`src/rtl/imm_alu_pkg.sv`:
```
package imm_alu_pkg;

   typedef enum logic [2:0] {
      OP_ADD     = 3'd0,
      OP_ADD_UP  = 3'd1,
      OP_ADD_CA  = 3'd2,
      OP_ADD_REC = 3'd3,
      OP_RSUB    = 3'd4,
      OP_MUL     = 3'd5
   } imm_op_e;

   localparam int CR_BITS = 4;
   localparam int CR_LT   = 3;
   localparam int CR_GT   = 2;
   localparam int CR_EQ   = 1;
   localparam int CR_SO   = 0;

endpackage

```
`src/rtl/imm_alu_operand.sv`:
```
module imm_alu_operand
   import imm_alu_pkg::*;
#(
   parameter int XLEN  = 32,
   parameter int IMM_W = 16,
   parameter int IDX_W = 5
) (
   input  imm_op_e           op_i,
   input  logic [IDX_W-1:0]  idx_i,
   input  logic [XLEN-1:0]   val_i,
   input  logic [IMM_W-1:0]  imm_i,
   output logic [XLEN-1:0]   opa_o,
   output logic [XLEN-1:0]   opb_o,
   output logic              cin_o,
   output logic [XLEN-1:0]   simm_o
);
   localparam int EXT_W = XLEN - IMM_W;

   logic [XLEN-1:0] a_or_zero;
   logic [XLEN-1:0] imm_sext;
   logic [XLEN-1:0] imm_upper;

   if (XLEN <= IMM_W) begin : g_width_bad
      $error("imm_alu_operand: XLEN must exceed IMM_W");
   end

   assign imm_sext  = {{EXT_W{imm_i[IMM_W-1]}}, imm_i};
   assign imm_upper = imm_sext << IMM_W;
   assign a_or_zero = (idx_i == '0) ? '0 : val_i;
   assign simm_o    = imm_sext;

   always_comb begin
      opa_o = a_or_zero;
      opb_o = imm_sext;
      cin_o = 1'b0;
      unique case (op_i)
         OP_ADD_UP: opb_o = imm_upper;
         OP_RSUB: begin
            opa_o = ~val_i;
            cin_o = 1'b1;
         end
         default: ;
      endcase
   end
endmodule

```
`src/rtl/imm_alu_adder.sv`:
```
module imm_alu_adder #(
   parameter int XLEN = 32
) (
   input  logic [XLEN-1:0] a_i,
   input  logic [XLEN-1:0] b_i,
   input  logic            cin_i,
   output logic [XLEN-1:0] sum_o,
   output logic            cout_o
);
   localparam int SW = XLEN + 1;

   logic [SW-1:0] wide;

   assign wide   = {1'b0, a_i} + {1'b0, b_i} + SW'(cin_i);
   assign sum_o  = wide[XLEN-1:0];
   assign cout_o = wide[XLEN];
endmodule

```
`src/rtl/imm_alu_mul.sv`:
```
module imm_alu_mul #(
   parameter int XLEN      = 32,
   parameter int IMM_W     = 16,
   parameter bit SHIFT_ADD = 1'b0
) (
   input  logic [XLEN-1:0]  a_i,
   input  logic [IMM_W-1:0] b_i,
   output logic [XLEN-1:0]  lo_o,
   output logic             ov_o
);
   localparam int PW = XLEN + IMM_W;

   logic [PW-1:0] a_ext;
   logic [PW-1:0] b_ext;
   logic [PW-1:0] prod;

   assign a_ext = {{IMM_W{a_i[XLEN-1]}}, a_i};
   assign b_ext = {{XLEN{b_i[IMM_W-1]}}, b_i};

   if (SHIFT_ADD) begin : g_shift_add
      always_comb begin
         prod = '0;
         for (int i = 0; i < IMM_W - 1; i++) begin
            if (b_i[i]) prod = prod + (a_ext << i);
         end
         if (b_i[IMM_W-1]) prod = prod - (a_ext << (IMM_W - 1));
      end
   end else begin : g_native
      assign prod = a_ext * b_ext;
   end

   assign lo_o = prod[XLEN-1:0];
   assign ov_o = (prod[PW-1:XLEN-1] != '0) && (prod[PW-1:XLEN-1] != '1);
endmodule

```
`src/rtl/imm_alu_cr.sv`:
```
module imm_alu_cr
   import imm_alu_pkg::*;
#(
   parameter int XLEN = 32
) (
   input  logic [XLEN-1:0]    res_i,
   input  logic               so_i,
   output logic [CR_BITS-1:0] cr_o
);
   logic neg, zero;

   assign neg  = res_i[XLEN-1];
   assign zero = (res_i == '0);

   always_comb begin
      cr_o        = '0;
      cr_o[CR_LT] = neg;
      cr_o[CR_GT] = !neg && !zero;
      cr_o[CR_EQ] = zero;
      cr_o[CR_SO] = so_i;
   end
endmodule

```
`src/rtl/imm_alu_unit.sv`:
```
module imm_alu_unit
   import imm_alu_pkg::*;
#(
   parameter int XLEN      = 32,
   parameter int IMM_W     = 16,
   parameter int IDX_W     = 5,
   parameter bit SHIFT_ADD = 1'b0
) (
   input  logic             clk,
   input  logic             rst_n,
   input  logic             valid_i,
   input  logic [2:0]       op_i,
   input  logic [IDX_W-1:0] ra_idx_i,
   input  logic [XLEN-1:0]  ra_val_i,
   input  logic [IMM_W-1:0] imm_i,
   output logic             valid_o,
   output logic [XLEN-1:0]  result_o,
   output logic             ca_o,
   output logic             ov_o,
   output logic             so_o,
   output logic [3:0]       cr_o,
   output logic             cr_we_o
);
   imm_op_e         op;
   logic [XLEN-1:0] opa, opb, simm, sum, prod;
   logic            cin, cout, mul_ov;
   logic [XLEN-1:0] res_n;
   logic [CR_BITS-1:0] cr_n;
   logic            wr_ca, is_mul, is_rec;

   if (IDX_W < 1) begin : g_idx_bad
      $error("imm_alu_unit: IDX_W must be at least 1");
   end

   assign op = imm_op_e'(op_i);

   imm_alu_operand #(.XLEN(XLEN), .IMM_W(IMM_W), .IDX_W(IDX_W)) i_opnd (
      .op_i(op), .idx_i(ra_idx_i), .val_i(ra_val_i), .imm_i(imm_i),
      .opa_o(opa), .opb_o(opb), .cin_o(cin), .simm_o(simm)
   );

   imm_alu_adder #(.XLEN(XLEN)) i_add (
      .a_i(opa), .b_i(opb), .cin_i(cin), .sum_o(sum), .cout_o(cout)
   );

   imm_alu_mul #(.XLEN(XLEN), .IMM_W(IMM_W), .SHIFT_ADD(SHIFT_ADD)) i_mul (
      .a_i(ra_val_i), .b_i(imm_i), .lo_o(prod), .ov_o(mul_ov)
   );

   imm_alu_cr #(.XLEN(XLEN)) i_cr (
      .res_i(sum), .so_i(so_o), .cr_o(cr_n)
   );

   always_comb begin
      res_n  = '0;
      wr_ca  = 1'b0;
      is_mul = 1'b0;
      is_rec = 1'b0;
      case (op)
         OP_ADD, OP_ADD_UP: res_n = sum;
         OP_ADD_CA, OP_RSUB: begin
            res_n = sum;
            wr_ca = 1'b1;
         end
         OP_ADD_REC: begin
            res_n  = sum;
            wr_ca  = 1'b1;
            is_rec = 1'b1;
         end
         OP_MUL: begin
            res_n  = prod;
            is_mul = 1'b1;
         end
         default: res_n = '0;
      endcase
   end

   always_ff @(posedge clk) begin
      if (!rst_n) begin
         valid_o  <= 1'b0;
         result_o <= '0;
         ca_o     <= 1'b0;
         ov_o     <= 1'b0;
         so_o     <= 1'b0;
         cr_o     <= '0;
         cr_we_o  <= 1'b0;
      end else begin
         valid_o <= valid_i;
         cr_we_o <= 1'b0;
         if (valid_i) begin
            result_o <= res_n;
            if (wr_ca) ca_o <= cout;
            if (is_mul) begin
               ov_o <= mul_ov;
               so_o <= so_o | mul_ov;
            end
            if (is_rec) begin
               cr_o    <= cr_n;
               cr_we_o <= 1'b1;
            end
         end
      end
   end


   valid_lat_chk: assert property (@(posedge clk) disable iff (!rst_n)
      $past(rst_n) |-> (valid_o == $past(valid_i)));


   idle_hold_chk: assert property (@(posedge clk) disable iff (!rst_n)
      ($past(rst_n) && !$past(valid_i)) |->
         ($stable(result_o) && $stable(ca_o) && $stable(ov_o) && $stable(so_o) && $stable(cr_o)));


   so_sticky_chk: assert property (@(posedge clk) disable iff (!rst_n)
      ($past(rst_n) && $past(so_o)) |-> so_o);


   add_flags_chk: assert property (@(posedge clk) disable iff (!rst_n)
      ($past(rst_n) && $past(valid_i) && ($past(op_i) <= 3'd1)) |->
         ($stable(ca_o) && $stable(ov_o)));


   cr_we_chk: assert property (@(posedge clk) disable iff (!rst_n)
      $past(rst_n) |-> (cr_we_o == ($past(valid_i) && ($past(op_i) == 3'd3))));


   cr_field_chk: assert property (@(posedge clk) disable iff (!rst_n)
      cr_we_o |-> ($onehot(cr_o[3:1]) && (cr_o[1] == (result_o == '0))
                   && (cr_o[3] == result_o[XLEN-1]) && (cr_o[0] == so_o)));


   unused_op_chk: assert property (@(posedge clk) disable iff (!rst_n)
      ($past(rst_n) && $past(valid_i) && ($past(op_i) >= 3'd6)) |->
         ((result_o == '0) && $stable(ca_o) && $stable(ov_o) && $stable(so_o) && $stable(cr_o)));
endmodule

```
`config.mk`:
```
export PLATFORM = sky130hd
export DESIGN_NAME = imm_alu_unit
export DESIGN_NICKNAME = d
export VERILOG_FILES = /design/src/rtl/imm_alu_pkg.sv /design/src/rtl/imm_alu_operand.sv /design/src/rtl/imm_alu_adder.sv /design/src/rtl/imm_alu_mul.sv /design/src/rtl/imm_alu_cr.sv /design/src/rtl/imm_alu_unit.sv
export SDC_FILE = /design/constraint.sdc
export NUM_CORES = 2
export LEC_CHECK = 0
export BUFFER_PORTS_ARGS = -buffer_cell sky130_fd_sc_hd__buf_2
export CORE_ASPECT_RATIO = 1.2
export CORE_MARGIN = 5
export CORE_UTILIZATION = 40
export CTS_CLUSTER_DIAMETER = 120
export DETAILED_ROUTE_END_ITERATION = 16
export PLACE_DENSITY_LB_ADDON = 0.25
export SYNTH_ARGS = -nofsm -noshare
export SYNTH_HDL_FRONTEND = slang
export SYNTH_SLANG_ARGS = --single-unit
```
`constraint.sdc`:
```
create_clock -name clk -period 7.2 [get_ports clk]
set_clock_uncertainty 0.2 [all_clocks]
set_input_delay 0 -clock clk [delete_from_list [all_inputs] [get_ports clk]]
set_output_delay 0 -clock clk [all_outputs]
set_load 0.005 [all_outputs]
```
Word-level counts from Yosys, hierarchy flattened --
Index checks and enable logic that the tools add are counted.
Storage, ports and cells: output and inout port bits 41, flip-flop bits (word level) 41, word-level logic and storage cells 41, bits of input ports 59
Cells by class: reduce and logical (&&, ||, !) cells 14, $add $sub $neg 2, $mul 1, bitwise logic cells 2, eq/ne operators 6, mux-type cells 9
Operator list (number):
- two-way mux 32 bit | 2
- one-hot mux 32 bit (2 select lines) | 1
- multiplier 32 x 16 -> 48 bit | 1
- adder 32 x 32 -> 33 bit | 1
- adder 33 x 1 -> 33 bit | 1
- logical NOT 32 bit | 1
- inverter 32 bit | 1
- two-way mux 31 bit | 1
- != test 17 bit (second input constant) | 1
- nonzero test 17 bit | 1
- AND reduction 2 bit | 4
- == test 3 x 2 -> 1 bit (second input constant) | 2
- == test 3 bit (second input constant) | 2
- logical NOT 5 bit | 1
- two-way mux 1 bit | 5
- OR reduction 5 bit | 1
- == test 3 x 1 -> 1 bit (second input constant) | 1
- logical NOT 3 bit | 1
- OR reduction 3 bit | 1
- logical AND 1 bit | 2
- logical NOT 1 bit | 2
- OR 1 bit | 1

Depth between registers and ports, before layout --
word-level depth 8, depth in mapped cells 27

Modules after synthesis --
From an unflattened synthesis, not the netlist that was laid out.
Second synthesis, totals: cell total of the unflattened synthesis 2555, area, all modules 22505.3 sq um
By module, submodules not included:
- imm_alu_mul | times used 1, area each 18143.7 sq um, cells each 2039, seq. area each 0.0 sq um
- imm_alu_adder | times used 1, area each 1750.4 sq um, cells each 244, seq. area each 0.0 sq um
- imm_alu_unit | times used 1, area each 1599.0 sq um, cells each 144, seq. area each 820.8 sq um
- imm_alu_operand | times used 1, area each 907.1 sq um, cells each 113, seq. area each 0.0 sq um
- imm_alu_cr | times used 1, area each 105.1 sq um, cells each 15, seq. area each 0.0 sq um

Worst setup path after synthesis --
No wires, ideal clock.
path kind input-to-reg, start input port ra_val_i[17], end register ov_o, setup slack 0.587 ns, path buffers 3, data required time 6.883 ns, stages on the path 24, arrival 6.296 ns, setup time 0.117 ns, path through clkbuf_1 > clkbuf_1 > nand2_1 > fa_1 > inv_1 > fa_1 > fa_1 > fa_1 > fa_1 > inv_1 > fa_1 > inv_1 > ha_1 > buf_2 > nand2_1 > or4_1 > a221o_1 > a31oi_1 > xor2_1 > a2111oi_2 > nand4b_1 > or4_1 > nand2_1 > nand2_1
On the way: word-level cells in the longest chain between the ends 3
Ends and longest elaborated chain:
- start, declared | RTL line imm_alu_unit.sv:14 | input logic [XLEN-1:0] ra_val_i,
- multiplier 32 x 16 -> 48 bit * | RTL line imm_alu_mul.sv:29 | assign prod = a_ext * b_ext;
- != test 17 bit / nonzero test 17 bit (equally long branches) | RTL line imm_alu_mul.sv:33 | assign ov_o = (prod[PW-1:XLEN-1] != '0) && (prod[PW-1:XLEN-1] != '1);
- logical AND 1 bit * | RTL line imm_alu_mul.sv:33
- end signal, assigned | RTL line imm_alu_unit.sv:94 | ov_o <= mul_ov;
- end, declared | RTL line imm_alu_unit.sv:19 | output logic ov_o,
Every way passes the cells marked *; elsewhere a longest branch is shown, timed or not. A chain may end at the register's enable or synchronous reset.

Worst setup path in the final report --
start input port imm_i[3], end register ov_o
On the way: word-level cells in the longest chain between the ends 3
Ends and longest elaborated chain:
- start, declared | RTL line imm_alu_unit.sv:15 | input logic [IMM_W-1:0] imm_i,
- multiplier 32 x 16 -> 48 bit * | RTL line imm_alu_mul.sv:29
- != test 17 bit / nonzero test 17 bit (equally long branches) | RTL line imm_alu_mul.sv:33
- logical AND 1 bit * | RTL line imm_alu_mul.sv:33
Marked as above.

==> flow_summary.json <==
{
  "maxCapViolCount": 0,
  "yosysSeqAreaShare_pct": 3.65,
  "start_kind": "primary input",
  "grt_pass1_wl_um": 109000,
  "yosys.cell_count.top_type": "inv_1",
  "setup_tns_ns": 0,
  "holdPathStages": 4,
  "die_area_um2": 61000,
  "fp.dieH_um": 270,
  "grt_util_all_layers_pct": 22.1,
  "numPortBuffers": 99,
  "synth_seq_cells": 41,
  "r2r-start": "cr_o[1]",
  "clock_path_buffers": 2,
  "initial_core_util_pct": 40.2,
  "drt_iter0_markers": 953,
  "rows": 95,
  "r2r_slack_ns": 6.26,
  "gp_congestion": 0.942,
  "ys_types": 83,
  "synthToLayoutAreaGrowth_pct": 7.10,
  "drv_slew": 0,
  "final_layout_size_suffix_gt1_share_pct": 7.88,
  "yosys_warnings": 0,
  "cts_root_buf": "clkbuf_16",
  "clock.fmax_mhz": 148,
  "clock_sink_count": 41,
  "ant_nets": 0,
  "setup_viol": 0,
  "wire_per_inst_um": 19.3,
  "ios": 100,
  "min_to": "cr_o[3]",
  "clkSlewWorstSetupHoldPaths_ns": 0.06,
  "nets": 3382,
  "cts_buffers": 5,
  "worstSkewPairLatency_ns": 0.28,
  "end_kind": "register",
  "synth_top_area_share_pct": 43.5,
  "rr_endpoint": "cr_o[1]",
  "first_pass_iters": 5,
  "path_class": "in2reg",
  "finalHoldViolCount": 0,
  "syn_area_um2": 22500,
  "h-tree-depth": 2,
  "status": "complete, no violations",
  "drt-total-wl_um": 66000,
  "seq_area_um2": 821,
  "synth_nets": 3349,
  "period_minus_slack_ns": 6.76,
  "tightest_slew_ns": 1.13,
  "grt_pass1_vias": 20300,
  "coreArea_um2": 55900,
  "synth.avg_cell_area_um2": 8.46,
  "synth_edf_count": 0,
  "critPathArrivalTime_ns": 6.73,
  "drc_errors": 0,
  "grt_max_degree": 55,
  "vias": 18100,
  "synth_flop_cell": "dfxtp_1",
  "hpwl_um": 55300,
  "synth_top_area_cell": "fa_1",
  "antenna_found_initial": 3,
  "reg2reg_depth": 3,
  "path_max_fanout": 21,
  "synthArstFlopShare_pct": 0,
  "cts_tree": "done",
  "vias_per_cell": 5.30,
  "worstHoldStart": "op_i[0]",
  "max_slew_margin_pct": 24.4,
  "grt_overflow": 0,
  "multiInputGateArea_um2": 19000,
  "synth_area_leaders": "fa_1 (43%), inv_1 (9.0%), ha_1 (8.1%)",
  "synthTopCellsByCount": "inv_1 (540), fa_1 (488), nand2_1 (367), and2_1 (231), ha_1 (145)",
  "whs_ns": 0.0832,
  "fill_cells": 5678,
  "syn_inst": 2657,
  "cp.required_ns": 7.17,
  "min_path_type": "in2reg",
  "finalCritPeriodShare_pct": 93.8,
  "rsz0062_at_grt": "false",
  "die_x_um": 226
}
==> registers in the layout (all words and copies together) (netlist names) <==
name and count:
result_o 32, cr_o 4, ca_o 1, cr_we_o 1, ov_o 1, so_o 1, valid_o 1
==> how the worst max path moves through the flow <==
stage                            start    to  slack, ns  cells past startpoint
after CTS                     imm_i[1]  ov_o       0.40                     23
after global placement        imm_i[1]  ov_o       0.16                     24
after detailed placement      imm_i[1]  ov_o       0.11                     23
final                         imm_i[3]  ov_o       0.44                     23
after floorplan           ra_val_i[17]  ov_o       0.59                     24
after global routing          imm_i[5]  ov_o      0.005                     25
==> routing by layer <==
| layer | vias up | track usage [%] | part of all wire [%] |
|---|---|---|---|
| met3 | 137 | 1.62 | 3.8 |
| met1 | 9270 | 27.2 | 40 |
| met4 | 2 | 6.63 | 3.6 |
| met2 | 496 | 40.8 | 52 |
| li1 | 8235 | - | - |
| met5 | - | 0 | 0.030 |
==> metrics by stage <==
| step | cell area [um^2] | std cells | util, % | setup slack (ns) |
|---|---|---|---|---|
| 2_1_floorplan | 22500 | 2657 | - | 0.587 |
| 3_3_place_gp | 23800 | 3407 | 42.7 | 0.157 |
| 3_5_place_dp | 23800 | 3407 | 42.7 | 0.114 |
| 4_1_cts | 24000 | 3418 | 43.0 | 0.402 |
| 5_1_grt | 24100 | 3418 | 43.1 | 0.00464 |
| 6_report | 24100 | 3422 | 43.1 | 0.444 |
==> worst max-delay path: stages <==
cell     delay (ns)
buf_2          0.41
buf_4          0.23
and2_1         0.15
fa_1           0.46
inv_1          0.23
fa_1           0.49
fa_1           0.51
fa_1           0.57
fa_1           0.43
fa_1           0.49
inv_1          0.04
ha_1           0.38
a21o_1         0.20
a21o_1         0.17
a21o_1         0.19
a21o_1         0.20
a21oi_2        0.18
o21ai_1        0.11
or4_4          0.42
a211o_1        0.29
or4_1          0.40
nand2_1        0.10
nand2_1        0.05
==> repair_timing <==
action | 4_1_cts | 5_1_grt
buffers inserted | 0 | 0
setup endpoints to repair | 0 | 2
resized for setup | 0 | 4
hold endpoints to repair | 2 | 0
hold buffers | 3 | 0
==> cells in the final DEF, fill, tap and decap left out, drive strengths merged, types with 20 or more instances in the layout <==
master,n
a21oi,95
xnor2,44
nand3,22
nand2b,23
nor2b,20
fa,488
and2,232
dfxtp,41
inv,540
ha,145
o21ai,103
nand4,24
a21o,37
nor2,90
buf,162
nand2,367
xor2,33
==> cell type report <==
cell class | count | area share, %
clock buffers | 6 | 0.577
diodes | 4 | 0.0416
flip-flops and latches | 41 | 3.41
inverters | 540 | 8.42
clock inverters | 2 | 0.156
well taps | 727 | 3.78
multi-input cells | 1933 | 79.1
repair buffers | 169 | 4.47
==> cell families (layout without fill, tap and decap cells) <==
logic type,after synthesis,count (layout),synth area share [%]
other,0,4,0
and+or+nand+nor,849,849,18.8
AOI/OAI and AO/OA,370,370,11.2
DFF,41,41,3.65
buffers and inverters,683,717,11.6
xor gates and xnor gates,77,77,3.00
adders and majority gates,633,633,51.5
muxes,4,4,0.184
Power is left out: the tool's default activity adds up to more than one toggle a clock period on the data nets, which glitch-free logic cannot reach.
